==> src/rtl/irq_pkg.sv <==
package irq_pkg;
  localparam int unsigned NUM_SRC   = 5;
  localparam int unsigned NUM_VEC   = 4;
  localparam int unsigned MASK_W    = 3;
  localparam int unsigned CTRL_W    = 8;

  // source index order is priority order
  localparam int unsigned IDX_TRAP = 0;
  localparam int unsigned IDX_R75  = 1;
  localparam int unsigned IDX_R65  = 2;
  localparam int unsigned IDX_R55  = 3;
  localparam int unsigned IDX_INTR = 4;

  // restart numbers doubled (TRAP=4.5 -> 9), vector = half_rst * 4
  function automatic int unsigned half_restart(input int unsigned idx);
    case (idx)
      IDX_TRAP: half_restart = 9;
      IDX_R75:  half_restart = 15;
      IDX_R65:  half_restart = 13;
      default:  half_restart = 11;
    endcase
  endfunction
endpackage

==> src/rtl/irq_arbiter.sv <==
module irq_arbiter #(
  parameter int unsigned N = 5
) (
  input  logic [N-1:0] req_i,
  output logic [N-1:0] grant_o,
  output logic         valid_o
);
  logic [N:0] taken;

  assign taken[0] = 1'b0;

  for (genvar i = 0; i < N; i++) begin : g_chain
    assign grant_o[i]  = req_i[i] & ~taken[i];
    assign taken[i+1]  = taken[i] | req_i[i];
  end

  assign valid_o = taken[N];
endmodule

==> src/rtl/irq_edge_cap.sv <==
module irq_edge_cap (
  input  logic clk_i,
  input  logic rst_ni,
  input  logic trap_i,
  input  logic r75_i,
  input  logic clr75_i,
  input  logic ack75_i,
  input  logic acktrap_i,
  output logic trap_req_o,
  output logic lat75_o
);
  logic trap_q, trap_lat, r75_q, lat75;
  logic trap_rise, r75_rise;

  assign trap_rise = trap_i & ~trap_q;
  assign r75_rise  = r75_i & ~r75_q;

  always_ff @(posedge clk_i or negedge rst_ni) begin
    if (!rst_ni) begin
      trap_q   <= 1'b0;
      r75_q    <= 1'b0;
      trap_lat <= 1'b0;
      lat75    <= 1'b0;
    end else begin
      trap_q <= trap_i;
      r75_q  <= r75_i;
      if (trap_rise)                  trap_lat <= 1'b1;
      else if (!trap_i || acktrap_i)  trap_lat <= 1'b0;
      // a new edge outranks a clear in the same cycle
      if (r75_rise)                   lat75 <= 1'b1;
      else if (clr75_i || ack75_i)    lat75 <= 1'b0;
    end
  end

  assign trap_req_o = trap_lat & trap_i;
  assign lat75_o    = lat75;

  assert_trap_rearm_R3: assert property (@(posedge clk_i) disable iff (!rst_ni)
    (acktrap_i && trap_i) |=> !trap_req_o);

  assert_l75_clear_R7: assert property (@(posedge clk_i) disable iff (!rst_ni)
    (clr75_i && !r75_rise) |=> !lat75_o);

  assert_l75_hold_R4: assert property (@(posedge clk_i) disable iff (!rst_ni)
    (lat75_o && !clr75_i && !ack75_i) |=> lat75_o);
endmodule

==> src/rtl/irq_mask_ctl.sv <==
module irq_mask_ctl
  import irq_pkg::*;
(
  input  logic              clk_i,
  input  logic              rst_ni,
  input  logic              wr_i,
  input  logic [MASK_W-1:0] wmask_i,
  input  logic              mse_i,
  input  logic              sde_i,
  input  logic              sod_i,
  input  logic              en_i,
  input  logic              dis_i,
  input  logic              take_i,
  output logic [MASK_W-1:0] mask_o,
  output logic              ie_o,
  output logic              sout_o
);
  always_ff @(posedge clk_i or negedge rst_ni) begin
    if (!rst_ni) begin
      mask_o <= '1;
      ie_o   <= 1'b0;
      sout_o <= 1'b0;
    end else begin
      if (wr_i && mse_i) mask_o <= wmask_i;
      if (wr_i && sde_i) sout_o <= sod_i;
      if (dis_i || take_i) ie_o <= 1'b0;
      else if (en_i)       ie_o <= 1'b1;
    end
  end

  assert_mse_gate_R6: assert property (@(posedge clk_i) disable iff (!rst_ni)
    (wr_i && !mse_i) |=> $stable(mask_o));

  assert_ie_clear_R10: assert property (@(posedge clk_i) disable iff (!rst_ni)
    (dis_i || take_i) |=> !ie_o);

  assert_sod_hold_R8: assert property (@(posedge clk_i) disable iff (!rst_ni)
    (wr_i && !sde_i) |=> $stable(sout_o));
endmodule

==> src/rtl/irq_prio_unit.sv <==
module irq_prio_unit
  import irq_pkg::*;
#(
  parameter int unsigned VEC_W = 16
) (
  input  logic              clk_i,
  input  logic              rst_ni,
  input  logic              trap_i,
  input  logic              rst75_i,
  input  logic              rst65_i,
  input  logic              rst55_i,
  input  logic              intr_i,
  input  logic              set_mask_we_i,
  input  logic [CTRL_W-1:0] set_mask_data_i,
  input  logic              en_cmd_i,
  input  logic              dis_cmd_i,
  input  logic              accept_i,
  input  logic              sin_i,
  output logic [CTRL_W-1:0] mask_word_o,
  output logic              sout_o,
  output logic              irq_valid_o,
  output logic [VEC_W-1:0]  irq_vec_o,
  output logic              intr_ack_req_o
);
  logic [MASK_W-1:0]  mask;
  logic               ie, trap_req, lat75;
  logic [NUM_SRC-1:0] req, grant;
  logic               take_mask, ack75, acktrap, clr75;
  logic [VEC_W-1:0]   vec_tab [NUM_VEC];
  logic               unused_bit5;

  assign unused_bit5 = set_mask_data_i[5];
  assign clr75       = set_mask_we_i & set_mask_data_i[4];

  irq_edge_cap u_edge (
    .clk_i     (clk_i),
    .rst_ni    (rst_ni),
    .trap_i    (trap_i),
    .r75_i     (rst75_i),
    .clr75_i   (clr75),
    .ack75_i   (ack75),
    .acktrap_i (acktrap),
    .trap_req_o(trap_req),
    .lat75_o   (lat75)
  );

  irq_mask_ctl u_mask (
    .clk_i  (clk_i),
    .rst_ni (rst_ni),
    .wr_i   (set_mask_we_i),
    .wmask_i(set_mask_data_i[MASK_W-1:0]),
    .mse_i  (set_mask_data_i[3]),
    .sde_i  (set_mask_data_i[6]),
    .sod_i  (set_mask_data_i[7]),
    .en_i   (en_cmd_i),
    .dis_i  (dis_cmd_i),
    .take_i (take_mask),
    .mask_o (mask),
    .ie_o   (ie),
    .sout_o (sout_o)
  );

  assign req[IDX_TRAP] = trap_req;
  assign req[IDX_R75]  = lat75   & ~mask[2] & ie;
  assign req[IDX_R65]  = rst65_i & ~mask[1] & ie;
  assign req[IDX_R55]  = rst55_i & ~mask[0] & ie;
  assign req[IDX_INTR] = intr_i  & ie;

  irq_arbiter #(.N(NUM_SRC)) u_arb (
    .req_i  (req),
    .grant_o(grant),
    .valid_o(irq_valid_o)
  );

  for (genvar i = 0; i < NUM_VEC; i++) begin : g_vec
    assign vec_tab[i] = VEC_W'(half_restart(i) * 4);
  end

  always_comb begin
    irq_vec_o = '0;
    for (int i = 0; i < NUM_VEC; i++) begin
      if (grant[i]) irq_vec_o = vec_tab[i];
    end
  end

  assign intr_ack_req_o = grant[IDX_INTR];
  assign acktrap        = accept_i & grant[IDX_TRAP];
  assign ack75          = accept_i & grant[IDX_R75];
  assign take_mask      = accept_i & irq_valid_o & ~grant[IDX_TRAP];

  assign mask_word_o = {sin_i, lat75, rst65_i, rst55_i, ie, mask};

  assert_trap_wins_R3: assert property (@(posedge clk_i) disable iff (!rst_ni)
    trap_req |-> (irq_valid_o && irq_vec_o == VEC_W'(16'h0024)));

  assert_gate_off_R10: assert property (@(posedge clk_i) disable iff (!rst_ni)
    (irq_valid_o && !ie) |-> trap_req);

  assert_intr_novec_R11: assert property (@(posedge clk_i) disable iff (!rst_ni)
    intr_ack_req_o |-> (irq_vec_o == '0 && !trap_req));

  assert_take75_R12: assert property (@(posedge clk_i) disable iff (!rst_ni)
    (accept_i && grant[IDX_R75]) |=> !(irq_valid_o && irq_vec_o == VEC_W'(16'h003C)));

  assert_one_grant_R1: assert property (@(posedge clk_i) disable iff (!rst_ni)
    irq_valid_o |-> $countones(grant) == 1);
endmodule

==> config.mk <==
export PLATFORM = sky130hd
export DESIGN_NAME = irq_prio_unit
export DESIGN_NICKNAME = d
export VERILOG_FILES = /design/src/rtl/irq_pkg.sv /design/src/rtl/irq_arbiter.sv /design/src/rtl/irq_edge_cap.sv /design/src/rtl/irq_mask_ctl.sv /design/src/rtl/irq_prio_unit.sv
export SDC_FILE = /design/constraint.sdc
export NUM_CORES = 1
export LEC_CHECK = 0
export ABC_AREA = 1
export BUFFER_PORTS_ARGS = -buffer_cell sky130_fd_sc_hd__buf_2
export CAP_MARGIN = 20
export CELL_PAD_IN_SITES_DETAIL_PLACEMENT = 0
export CELL_PAD_IN_SITES_GLOBAL_PLACEMENT = 1
export CORE_AREA = 2 2 52 59
export DETAILED_ROUTE_END_ITERATION = 8
export DIE_AREA = 0 0 54 61
export GPL_TIMING_DRIVEN = 0
export PLACE_DENSITY = 0.8
export SYNTH_ARGS = -nofsm -noshare
export SYNTH_HDL_FRONTEND = slang
export SYNTH_HIERARCHICAL = 1
export SYNTH_SLANG_ARGS = --single-unit
==> constraint.sdc <==
create_clock -name clk_i -period 1.55 [get_ports clk_i]
set_clock_uncertainty 0.2 [all_clocks]
set_input_delay 0 -clock clk_i [delete_from_list [all_inputs] [get_ports clk_i]]
set_output_delay 0 -clock clk_i [all_outputs]
set_load 0.01 [all_outputs]
==> results of run 1 <==
layout make-up:
class | instances | area [um2] | area share
sequential | 9 | 229 | 0.188
tap | 33 | 41.3 | 0.0338
inverter | 16 | 60.1 | 0.0492
buffer | 19 | 143 | 0.117
multi-input combinational | 63 | 305 | 0.250
timing repair buffer | 57 | 415 | 0.341
clock buffer | 4 | 26.3 | 0.0215
cells in the mapped netlist:
cell type and number:
nand2_2 1, nor2_1 12, dfstp_2 3, nand2_1 28
nand3_1 5, nand4_1 1, dfrtp_1 6, conb_1 1
nor2_2 2, nand3_2 1, inv_1 16, buf_4 19
nor3_1 1
registers in the layout (all words and copies together), names as in the netlist:
register,cells
u_edge/trap_q,1
u_mask/ie_o,1
u_mask/sout_o,1
u_edge/trap_lat,1
u_edge/lat75_o,1
u_edge/r75_q,1
u_mask/mask_o,3
kinds of logic (layout without fill, tap and decap cells):
family | after synthesis | in the layout | share of synthesized area
flip-flops | 9 | 9 | 0.352
other | 1 | 12 | 0.00576
AND/OR/NAND/NOR | 51 | 51 | 0.331
buffers and inverters | 35 | 96 | 0.312
power breakdown:
part / internal, mW / switching, mW
Sequential: 0.267 / 0.0197
Combinational: 0.173 / 0.146
Clock: 0.0987 / 0.0739
path summary, 6_finish.rpt:
check,start,endpoint,slack [ns],depth (start not counted)
min,rst_ni,u_mask/mask_o[2]$_DFFE_PN1P_,0.05,2
min reg2reg,u_edge/r75_q$_DFF_PN0_,u_edge/lat75_o$_DFFE_PN0P_,0.28,3
min in group clk_i,set_mask_we_i,u_mask/sout_o$_DFFE_PN0P_,0.08,4
max,u_mask/mask_o[2]$_DFFE_PN1P_,irq_vec_o[5],-0.11,6
max reg2reg,u_mask/ie_o$_DFFE_PN0P_,u_mask/ie_o$_DFFE_PN0P_,0.03,10
max in group asynchronous,rst_ni,u_edge/lat75_o$_DFFE_PN0P_,0.37,3
worst max-delay path, cell delays in order (launching register included):
cell and delay (ns):
dfstp_2 0.56, nor2_4 0.05, nor3_2 0.28, nor2_4 0.05, nand2_1 0.07, buf_4 0.11, buf_6 0.09
per-layer routing:
layer / vias to the layer above / track usage / part of all wire
met5: - / 0 / 0
met4: 0 / 0.0536 / 0.0049
met3: 2 / 0.0148 / 0.063
met2: 29 / 0.220 / 0.55
met1: 319 / 0.108 / 0.38
li1: 397 / - / -
cells in the final DEF, fill, tap and decap left out, types with 3 or more instances in the layout:
cell,synthesis,routed
nand3_1,5,5
dfrtp_1,6,6
dlygate4sd3_1,0,20
clkbuf_4,0,3
conb_1,1,12
nor2_4,0,4
inv_2,0,3
buf_4,19,23
buf_2,0,30
nor2_1,12,6
dfstp_2,3,3
nand2_1,28,26
nor2_2,2,4
inv_1,16,13
nand2_2,1,3
repair_timing:
action | CTS | global route
setup buffers | 6 | 0
endpoints found under the hold margin | 19 | 0
endpoints found under the setup margin | 4 | 8
cloned | 0 | 0
pin swaps | 2 | 8
gates resized for setup | 7 | 13
hold buffers | 21 | 0
==> results.json, run 1 <==
{
  "drive_above_1_share": 0.458,
  "end_kind": "primary output",
  "outcome": "complete, but fails checks",
  "gp_congestion": 0.693,
  "antenna_found_initial": 0,
  "instances_no_fill": 201,
  "utilization": 0.451,
  "post_drt_wl_per_cell_um": 8.08,
  "num_io_pins": 47,
  "ant_nets": 0,
  "drt_wl_total_um": 1630,
  "rsz0062_at_grt": "true",
  "dp.cells": 172,
  "yosys.area.top_type": "dfrtp_1",
  "pre_cts_ws_ns": 0.0183,
  "synth_top_area_share": 0.231,
  "initial_utilization": 0.241,
  "dp_hpwl_um": 1100,
  "timing_worst_setup_path_type": "flop to primary output",
  "htree_levels": 1,
  "portBuffers": 32,
  "power_mw": 0.778,
  "finalCritPeriodShare": 1.07,
  "final-setup-viol-count": 4,
  "root_buffer": "clkbuf_4",
  "fin_setup_tns_ns": -0.322,
  "fin_ws_ns": -0.112,
  "cts_tree": "built",
  "min_period_ns": 1.66,
  "synth_cells": 96,
  "gr-total-overflow": 0,
  "die-area_um2": 3290,
  "fmax_mhz": 602,
  "yosysWarnings": 6,
  "clkTransAtPathRegs_ns": 0.06,
  "synth.area.top_cells": "dfrtp_1 (23%), buf_4 (22%), nand2_1 (16%), dfstp_2 (12%), inv_1 (9.2%)",
  "drt-pass1-iter-count": 3,
  "hold_viol": 0,
  "cp.required_ns": 1.35,
  "grt_max_degree": 8,
  "grtUsageTotal": 0.110,
  "numCtsBuffers": 3,
  "worstPathMaxFanout": 3,
  "drc_errors": 0,
  "rows": 20,
  "synth_seq_cells": 9,
  "cap_viol_max_count": 0,
  "core-area_um2": 2700,
  "post_synth_num_cell_types": 13,
  "fp.dieH_um": 61,
  "cts.sinks": 9,
  "whs_ns": 0.0505,
  "placed_area_um2": 893,
  "syn-cell-area_um2": 651,
  "power.density_nw_per_um2": 638,
  "first_global_vias": 693,
  "area_growth_pct": 87.5,
  "clk_latency_ns": 0.25,
  "slew_violations": 0,
  "stdcell_area_um2": 1220,
  "via_per_inst": 3.72,
  "clock_path_buffers": 2,
  "violations": "setup timing",
  "num_vias": 747,
  "n_fill_cell": 287,
  "ys_seq_area_frac": 0.352,
  "min_path_type": "input pin to asynchronous set/reset pin",
  "drt_iter0_drc": 13,
  "num_antenna_cells": 0,
  "synth.avg_cell_area_um2": 6.78,
  "cp_data_arrival_time_ns": 1.46,
  "fin_nets": 189,
  "irDropWorstVdd_mv": 0.395,
  "grt_pass1_wl_um": 2640,
  "power.leakage_nw": 0.709,
  "crit_path_start_kind": "flop",
  "die_width_um": 54
}
(Power assumes the default switching activity.)
==> inputs of run 2 (changes only) <==
==> constraint.sdc (replaced) <==
create_clock -name clk_i -period 1.55 [get_ports clk_i]
set_clock_uncertainty 0.2 [all_clocks]
set_input_delay 0 -clock clk_i [delete_from_list [all_inputs] [get_ports clk_i]]
set_output_delay 0 -clock clk_i [all_outputs]
set_load 0.005 [all_outputs]
==> run 2 against run 1 <==
Net effect: sequential power barely moved; critical path depth rose by 3; the flow still finishes with violations (setup timing); clock power barely moved; setup slack improved by 0.016 ns; largest power group unchanged; critical path type unchanged; power fell by 4.3%; cell count rose by 0.50%.
==> results.json, run 2 (same netlist as run 1, synthesis figures left out) <==
{
  "outcome": "complete, but fails checks",
  "violations": "setup timing",
  "topRoutingLayerUsed": "met4",
  "sequentialPowerShare": 0.382,
  "stdcell_area_um2": 1210,
  "core-area_um2": 2700,
  "drt-met1-wl_um": 621,
  "gp_congestion": 0.693,
  "multiInputGateArea_um2": 295,
  "placed_area_um2": 893,
  "fin_setup_tns_ns": -0.207,
  "wl_met3_um": 105,
  "rsz0062_at_grt": "true",
  "power_frac_clock": 0.232,
  "area_growth_pct": 85.6,
  "instances_no_fill": 202,
  "num_antenna_cells": 0,
  "cap_viol_max_count": 0,
  "drt-pass1-iter-count": 4,
  "grt_pass1_wl_um": 2640,
  "dp.cells": 172,
  "num_io_pins": 47,
  "clk_latency_ns": 0.25,
  "drt_wl_total_um": 1630,
  "cts_tree": "built",
  "dp_hpwl_um": 1100,
  "numCtsBuffers": 3,
  "pre_cts_ws_ns": 0.0361,
  "die-area_um2": 3290,
  "fin_nets": 190,
  "htree_levels": 1,
  "route.met2.wl_um": 897,
  "irDropWorstVdd_mv": 0.394,
  "power.leakage_nw": 0.711,
  "fin_ws_ns": -0.0963,
  "cp_data_arrival_time_ns": 1.45,
  "portBuffers": 32,
  "ant_nets": 0,
  "die_width_um": 54,
  "drt_iter0_drc": 16,
  "switching_share": 0.286,
  "final-setup-viol-count": 4,
  "largest_reg_flops": 3,
  "cp_top_family": "simple AND/OR/NAND/NOR gates",
  "drive_above_1_share": 0.450,
  "power_switching_mw": 0.213,
  "cts.sinks": 9,
  "finalCritPeriodShare": 1.06,
  "root_buffer": "clkbuf_4",
  "initial_utilization": 0.241,
  "fmax_mhz": 607,
  "p_int_mw": 0.532,
  "min_path_type": "input pin to asynchronous set/reset pin",
  "num_vias": 762,
  "timing_worst_setup_path_type": "flop to primary output",
  "end_kind": "primary output",
  "layout_commonest_cell": "buf_2",
  "hold_viol": 0,
  "cp.required_ns": 1.35,
  "first_global_vias": 692,
  "cp_num_buf_inv": 2,
  "antenna_found_initial": 0,
  "post_drt_wl_per_cell_um": 8.08,
  "grtUsageTotal": 0.110,
  "worstPathMaxFanout": 4,
  "regArea_um2": 229,
  "slew_violations": 0,
  "whs_ns": 0.0505,
  "regMostFlops": "u_mask/mask_o",
  "fp.dieH_um": 61,
  "gr-total-overflow": 0,
  "crit_chain": "nand2_2 -> nor2_4 -> nor2_4 -> nand2_2 -> nor2_2 -> nor2_1 -> nand2_1 -> buf_4 -> buf_2",
  "utilization": 0.447,
  "rows": 20,
  "grt_max_degree": 8,
  "power_mw": 0.744,
  "power.density_nw_per_um2": 617,
  "crit_path_start_kind": "flop",
  "power_frac_comb": 0.386,
  "via_per_inst": 3.77,
  "drc_errors": 0,
  "clock_path_buffers": 2,
  "min_period_ns": 1.65,
  "max_stage_delay_ns": 0.41,
  "layout_common_cells": "buf_2 (31), nand2_1 (26), buf_4 (25)",
  "critPathSlowestCell": "dfrtp_1",
  "clkTransAtPathRegs_ns": 0.06,
  "n_fill_cell": 288
}
[run 2: worst paths after layout]
path | depth (start not counted) | slack, ns | end | startpoint
setup / recovery | 9 | -0.1 | irq_vec_o[5] | u_mask/ie_o$_DFFE_PN0P_
min in group clk_i | 3 | 0.07 | mask_word_o[4] | rst55_i
setup reg to reg | 10 | 0.01 | u_mask/ie_o$_DFFE_PN0P_ | u_mask/ie_o$_DFFE_PN0P_
hold reg to reg | 3 | 0.28 | u_edge/lat75_o$_DFFE_PN0P_ | u_edge/r75_q$_DFF_PN0_
hold / removal | 2 | 0.05 | u_mask/mask_o[2]$_DFFE_PN1P_ | rst_ni
max in group asynchronous | 3 | 0.37 | u_edge/lat75_o$_DFFE_PN0P_ | rst_ni
[run 2: routing by layer]
| layer | global-route usage | vias up |
|---|---|---|
| met2 | 0.220 | 29 |
| met1 | 0.108 | 332 |
| met5 | 0 | - |
| met3 | 0.0148 | 2 |
| met4 | 0.0536 | 0 |
| li1 | - | 399 |
[run 2: what timing repair did]
action | 4_1_cts | 5_1_grt
hold buffers | 21 | 0
gates resized for setup | 5 | 9
setup endpoints to repair | 4 | 8
setup buffers | 6 | 0
endpoints found under the hold margin | 19 | 0
pin swaps | 3 | 5
[run 2: area by class of cell]
type                            instances  area share
Sequential cell                         9       0.190
Clock buffer                            4      0.0218
Multi-Input combinational cell         63       0.245
Inverter                               16      0.0497
Timing Repair Buffer                   58       0.342
Tap cell                               33      0.0342
Buffer                                 19       0.118
[run 2: power by group through the flow]
stage	Combinational, mW	Sequential, mW	Clock, mW
6_report	0.287	0.285	0.173
5_1_grt	0.327	0.289	0.193
4_1_cts	0.275	0.283	0.182
3_3_place_gp	0.206	0.289	0
2_1_floorplan	0.124	0.286	0
3_5_place_dp	0.208	0.289	0
==> inputs of run 3 (changes only) <==
==> constraint.sdc (replaced) <==
create_clock -name clk_i -period 1.55 [get_ports clk_i]
set_clock_uncertainty 0.2 [all_clocks]
set_input_delay 0 -clock clk_i [delete_from_list [all_inputs] [get_ports clk_i]]
set_output_delay 0 -clock clk_i [all_outputs]
set_load 0.02 [all_outputs]
==> run 3 against run 2 <==
Net effect: the run still ends with setup timing left; fmax down 2.2%; global-route usage up 1.5 points; cell count up 0.99%; wire length up 13%; critical path depth down 1; die area unchanged; sequential cell count unchanged; critical path type unchanged; critical endpoint unchanged.
==> results.json, run 3 (same netlist as run 1, synthesis figures left out) <==
{
  "timing_worst_setup_path_type": "flop to primary output",
  "crit_path_start_kind": "flop",
  "fin_ws_ns": -0.133,
  "grt_pass1_wl_um": 2950,
  "grtUsageTotal": 0.125,
  "final-setup-viol-count": 6,
  "power_mw": 0.865,
  "fp.dieH_um": 61,
  "drc_errors": 0,
  "max_stage_delay_ns": 0.56,
  "multiInputGateArea_um2": 315,
  "num_antenna_cells": 0,
  "finalCritPeriodShare": 1.09,
  "gp_congestion": 0.729,
  "cp_num_buf_inv": 2,
  "reg2reg_depth": 9,
  "ant_nets": 0,
  "utilization": 0.470,
  "crit_chain": "nor2_4 -> nor2_4 -> nand2_2 -> nor2_2 -> nor2_1 -> nand2_2 -> buf_6 -> buf_6",
  "htree_levels": 1,
  "whs_ns": 0.0189,
  "hold_depth": 2,
  "rows": 20,
  "worstPathMaxFanout": 3,
  "fin_nets": 192,
  "holdPathEnd": "mask_word_o[7]",
  "rr_endpoint": "u_mask/ie_o$_DFFE_PN0P_",
  "layout_commonest_cell": "buf_2",
  "clkTransAtPathRegs_ns": 0.06,
  "cp_data_arrival_time_ns": 1.48,
  "first_global_vias": 750,
  "num_vias": 759,
  "cts.sinks": 9,
  "drive_above_1_share": 0.491,
  "cts_tree": "built",
  "fin_setup_tns_ns": -0.540,
  "slew_violations": 0,
  "cap_viol_max_count": 0,
  "regToRegSetupSlack_ns": 0.03,
  "via_per_inst": 3.72,
  "fmax_mhz": 594,
  "min_path_type": "input pin to primary output",
  "hold_viol": 0,
  "grt_max_degree": 8,
  "power.leakage_nw": 0.723,
  "pre_cts_ws_ns": -0.0121,
  "area_growth_pct": 95.4,
  "rsz0062_at_grt": "true",
  "end_kind": "primary output",
  "critPathSlowestCell": "dfstp_2",
  "core-area_um2": 2700,
  "root_buffer": "clkbuf_4",
  "gr-total-overflow": 0,
  "irDropWorstVdd_mv": 0.394,
  "layout_common_cells": "buf_2 (28), buf_4 (24), nand2_1 (23)",
  "cp.required_ns": 1.35,
  "numCtsBuffers": 3,
  "drt-pass1-iter-count": 4,
  "regArea_um2": 230,
  "drt_iter0_drc": 8,
  "dp_hpwl_um": 1210,
  "drt_wl_total_um": 1840,
  "reg2reg_from": "u_mask/mask_o[2]$_DFFE_PN1P_",
  "clock_path_buffers": 2,
  "violations": "setup timing",
  "cp_top_family": "flip-flops",
  "outcome": "complete, but fails checks",
  "post_drt_wl_per_cell_um": 9.01,
  "die-area_um2": 3290,
  "largest_reg_flops": 3,
  "min_period_ns": 1.68,
  "portBuffers": 32,
  "n_fill_cell": 289,
  "min-delay-start": "sin_i",
  "die_width_um": 54,
  "antenna_found_initial": 0,
  "num_io_pins": 47,
  "regMostFlops": "u_mask/mask_o",
  "initial_utilization": 0.241,
  "clk_latency_ns": 0.26,
  "power.density_nw_per_um2": 680
}
[run 3: cell types whose count changed in the layout (fill, tap and decap cells not counted), sizes merged]
cell and delta:
dlymetal6s4s -1, dlygate4sd3 +1, buf +2
[run 3: area by class of cell]
class	instances	share of cell area
inverter	16	0.0472
sequential	9	0.181
tap	33	0.0325
timing repair buffer	60	0.355
buffer	19	0.115
clock buffer	4	0.0207
multi-input combinational	63	0.248
[run 3: worst max-delay path by stage]
stage / startpoint / end / slack (ns) / depth (start not counted)
6_report: u_mask/mask_o[2]$_DFFE_PN1P_ / irq_vec_o[5] / -0.13 / 8
4_1_cts: u_mask/mask_o[2]$_DFFE_PN1P_ / irq_vec_o[5] / -0.15 / 8
3_3_place_gp: u_mask/ie_o$_DFFE_PN0P_ / irq_vec_o[5] / 0.02 / 9
5_1_grt: u_mask/mask_o[2]$_DFFE_PN1P_ / irq_vec_o[5] / -0.20 / 8
3_5_place_dp: u_mask/ie_o$_DFFE_PN0P_ / irq_vec_o[5] / -0.01 / 9
2_1_floorplan: u_mask/mask_o[2]$_DFFE_PN1P_ / u_mask/ie_o$_DFFE_PN0P_ / -0.06 / 8
[run 3: power breakdown]
| part | internal, mW | total, mW | switching (mW) |
|---|---|---|---|
| Clock | 0.0992 | 0.181 | 0.0815 |
| Combinational | 0.192 | 0.394 | 0.201 |
| Sequential | 0.267 | 0.291 | 0.0232 |
[run 3: metrics by stage]
| stage | area, um2 | instances |
|---|---|---|
| 6_report | 1270 | 204 |
| 3_3_place_gp | 903 | 172 |
| 3_5_place_dp | 903 | 172 |
| 2_1_floorplan | 702 | 107 |
| 5_1_grt | 1270 | 204 |
| 4_1_cts | 1220 | 203 |
[run 3: what timing repair did]
action | in CTS | in global routing
pin swaps | 5 | 8
endpoints found under the setup margin | 4 | 7
endpoints found under the hold margin | 18 | 0
setup buffers | 6 | 1
gates resized for setup | 15 | 13
hold buffers | 21 | 0
[run 3: metal layers]
layer / routed length, um / track usage / up-vias
li1: - / - / 402
met1: 613 / 0.115 / 322
met2: 1060 / 0.246 / 31
met3: 142 / 0.0222 / 4
met4: 23 / 0.0750 / 0
met5: 0 / 0 / -
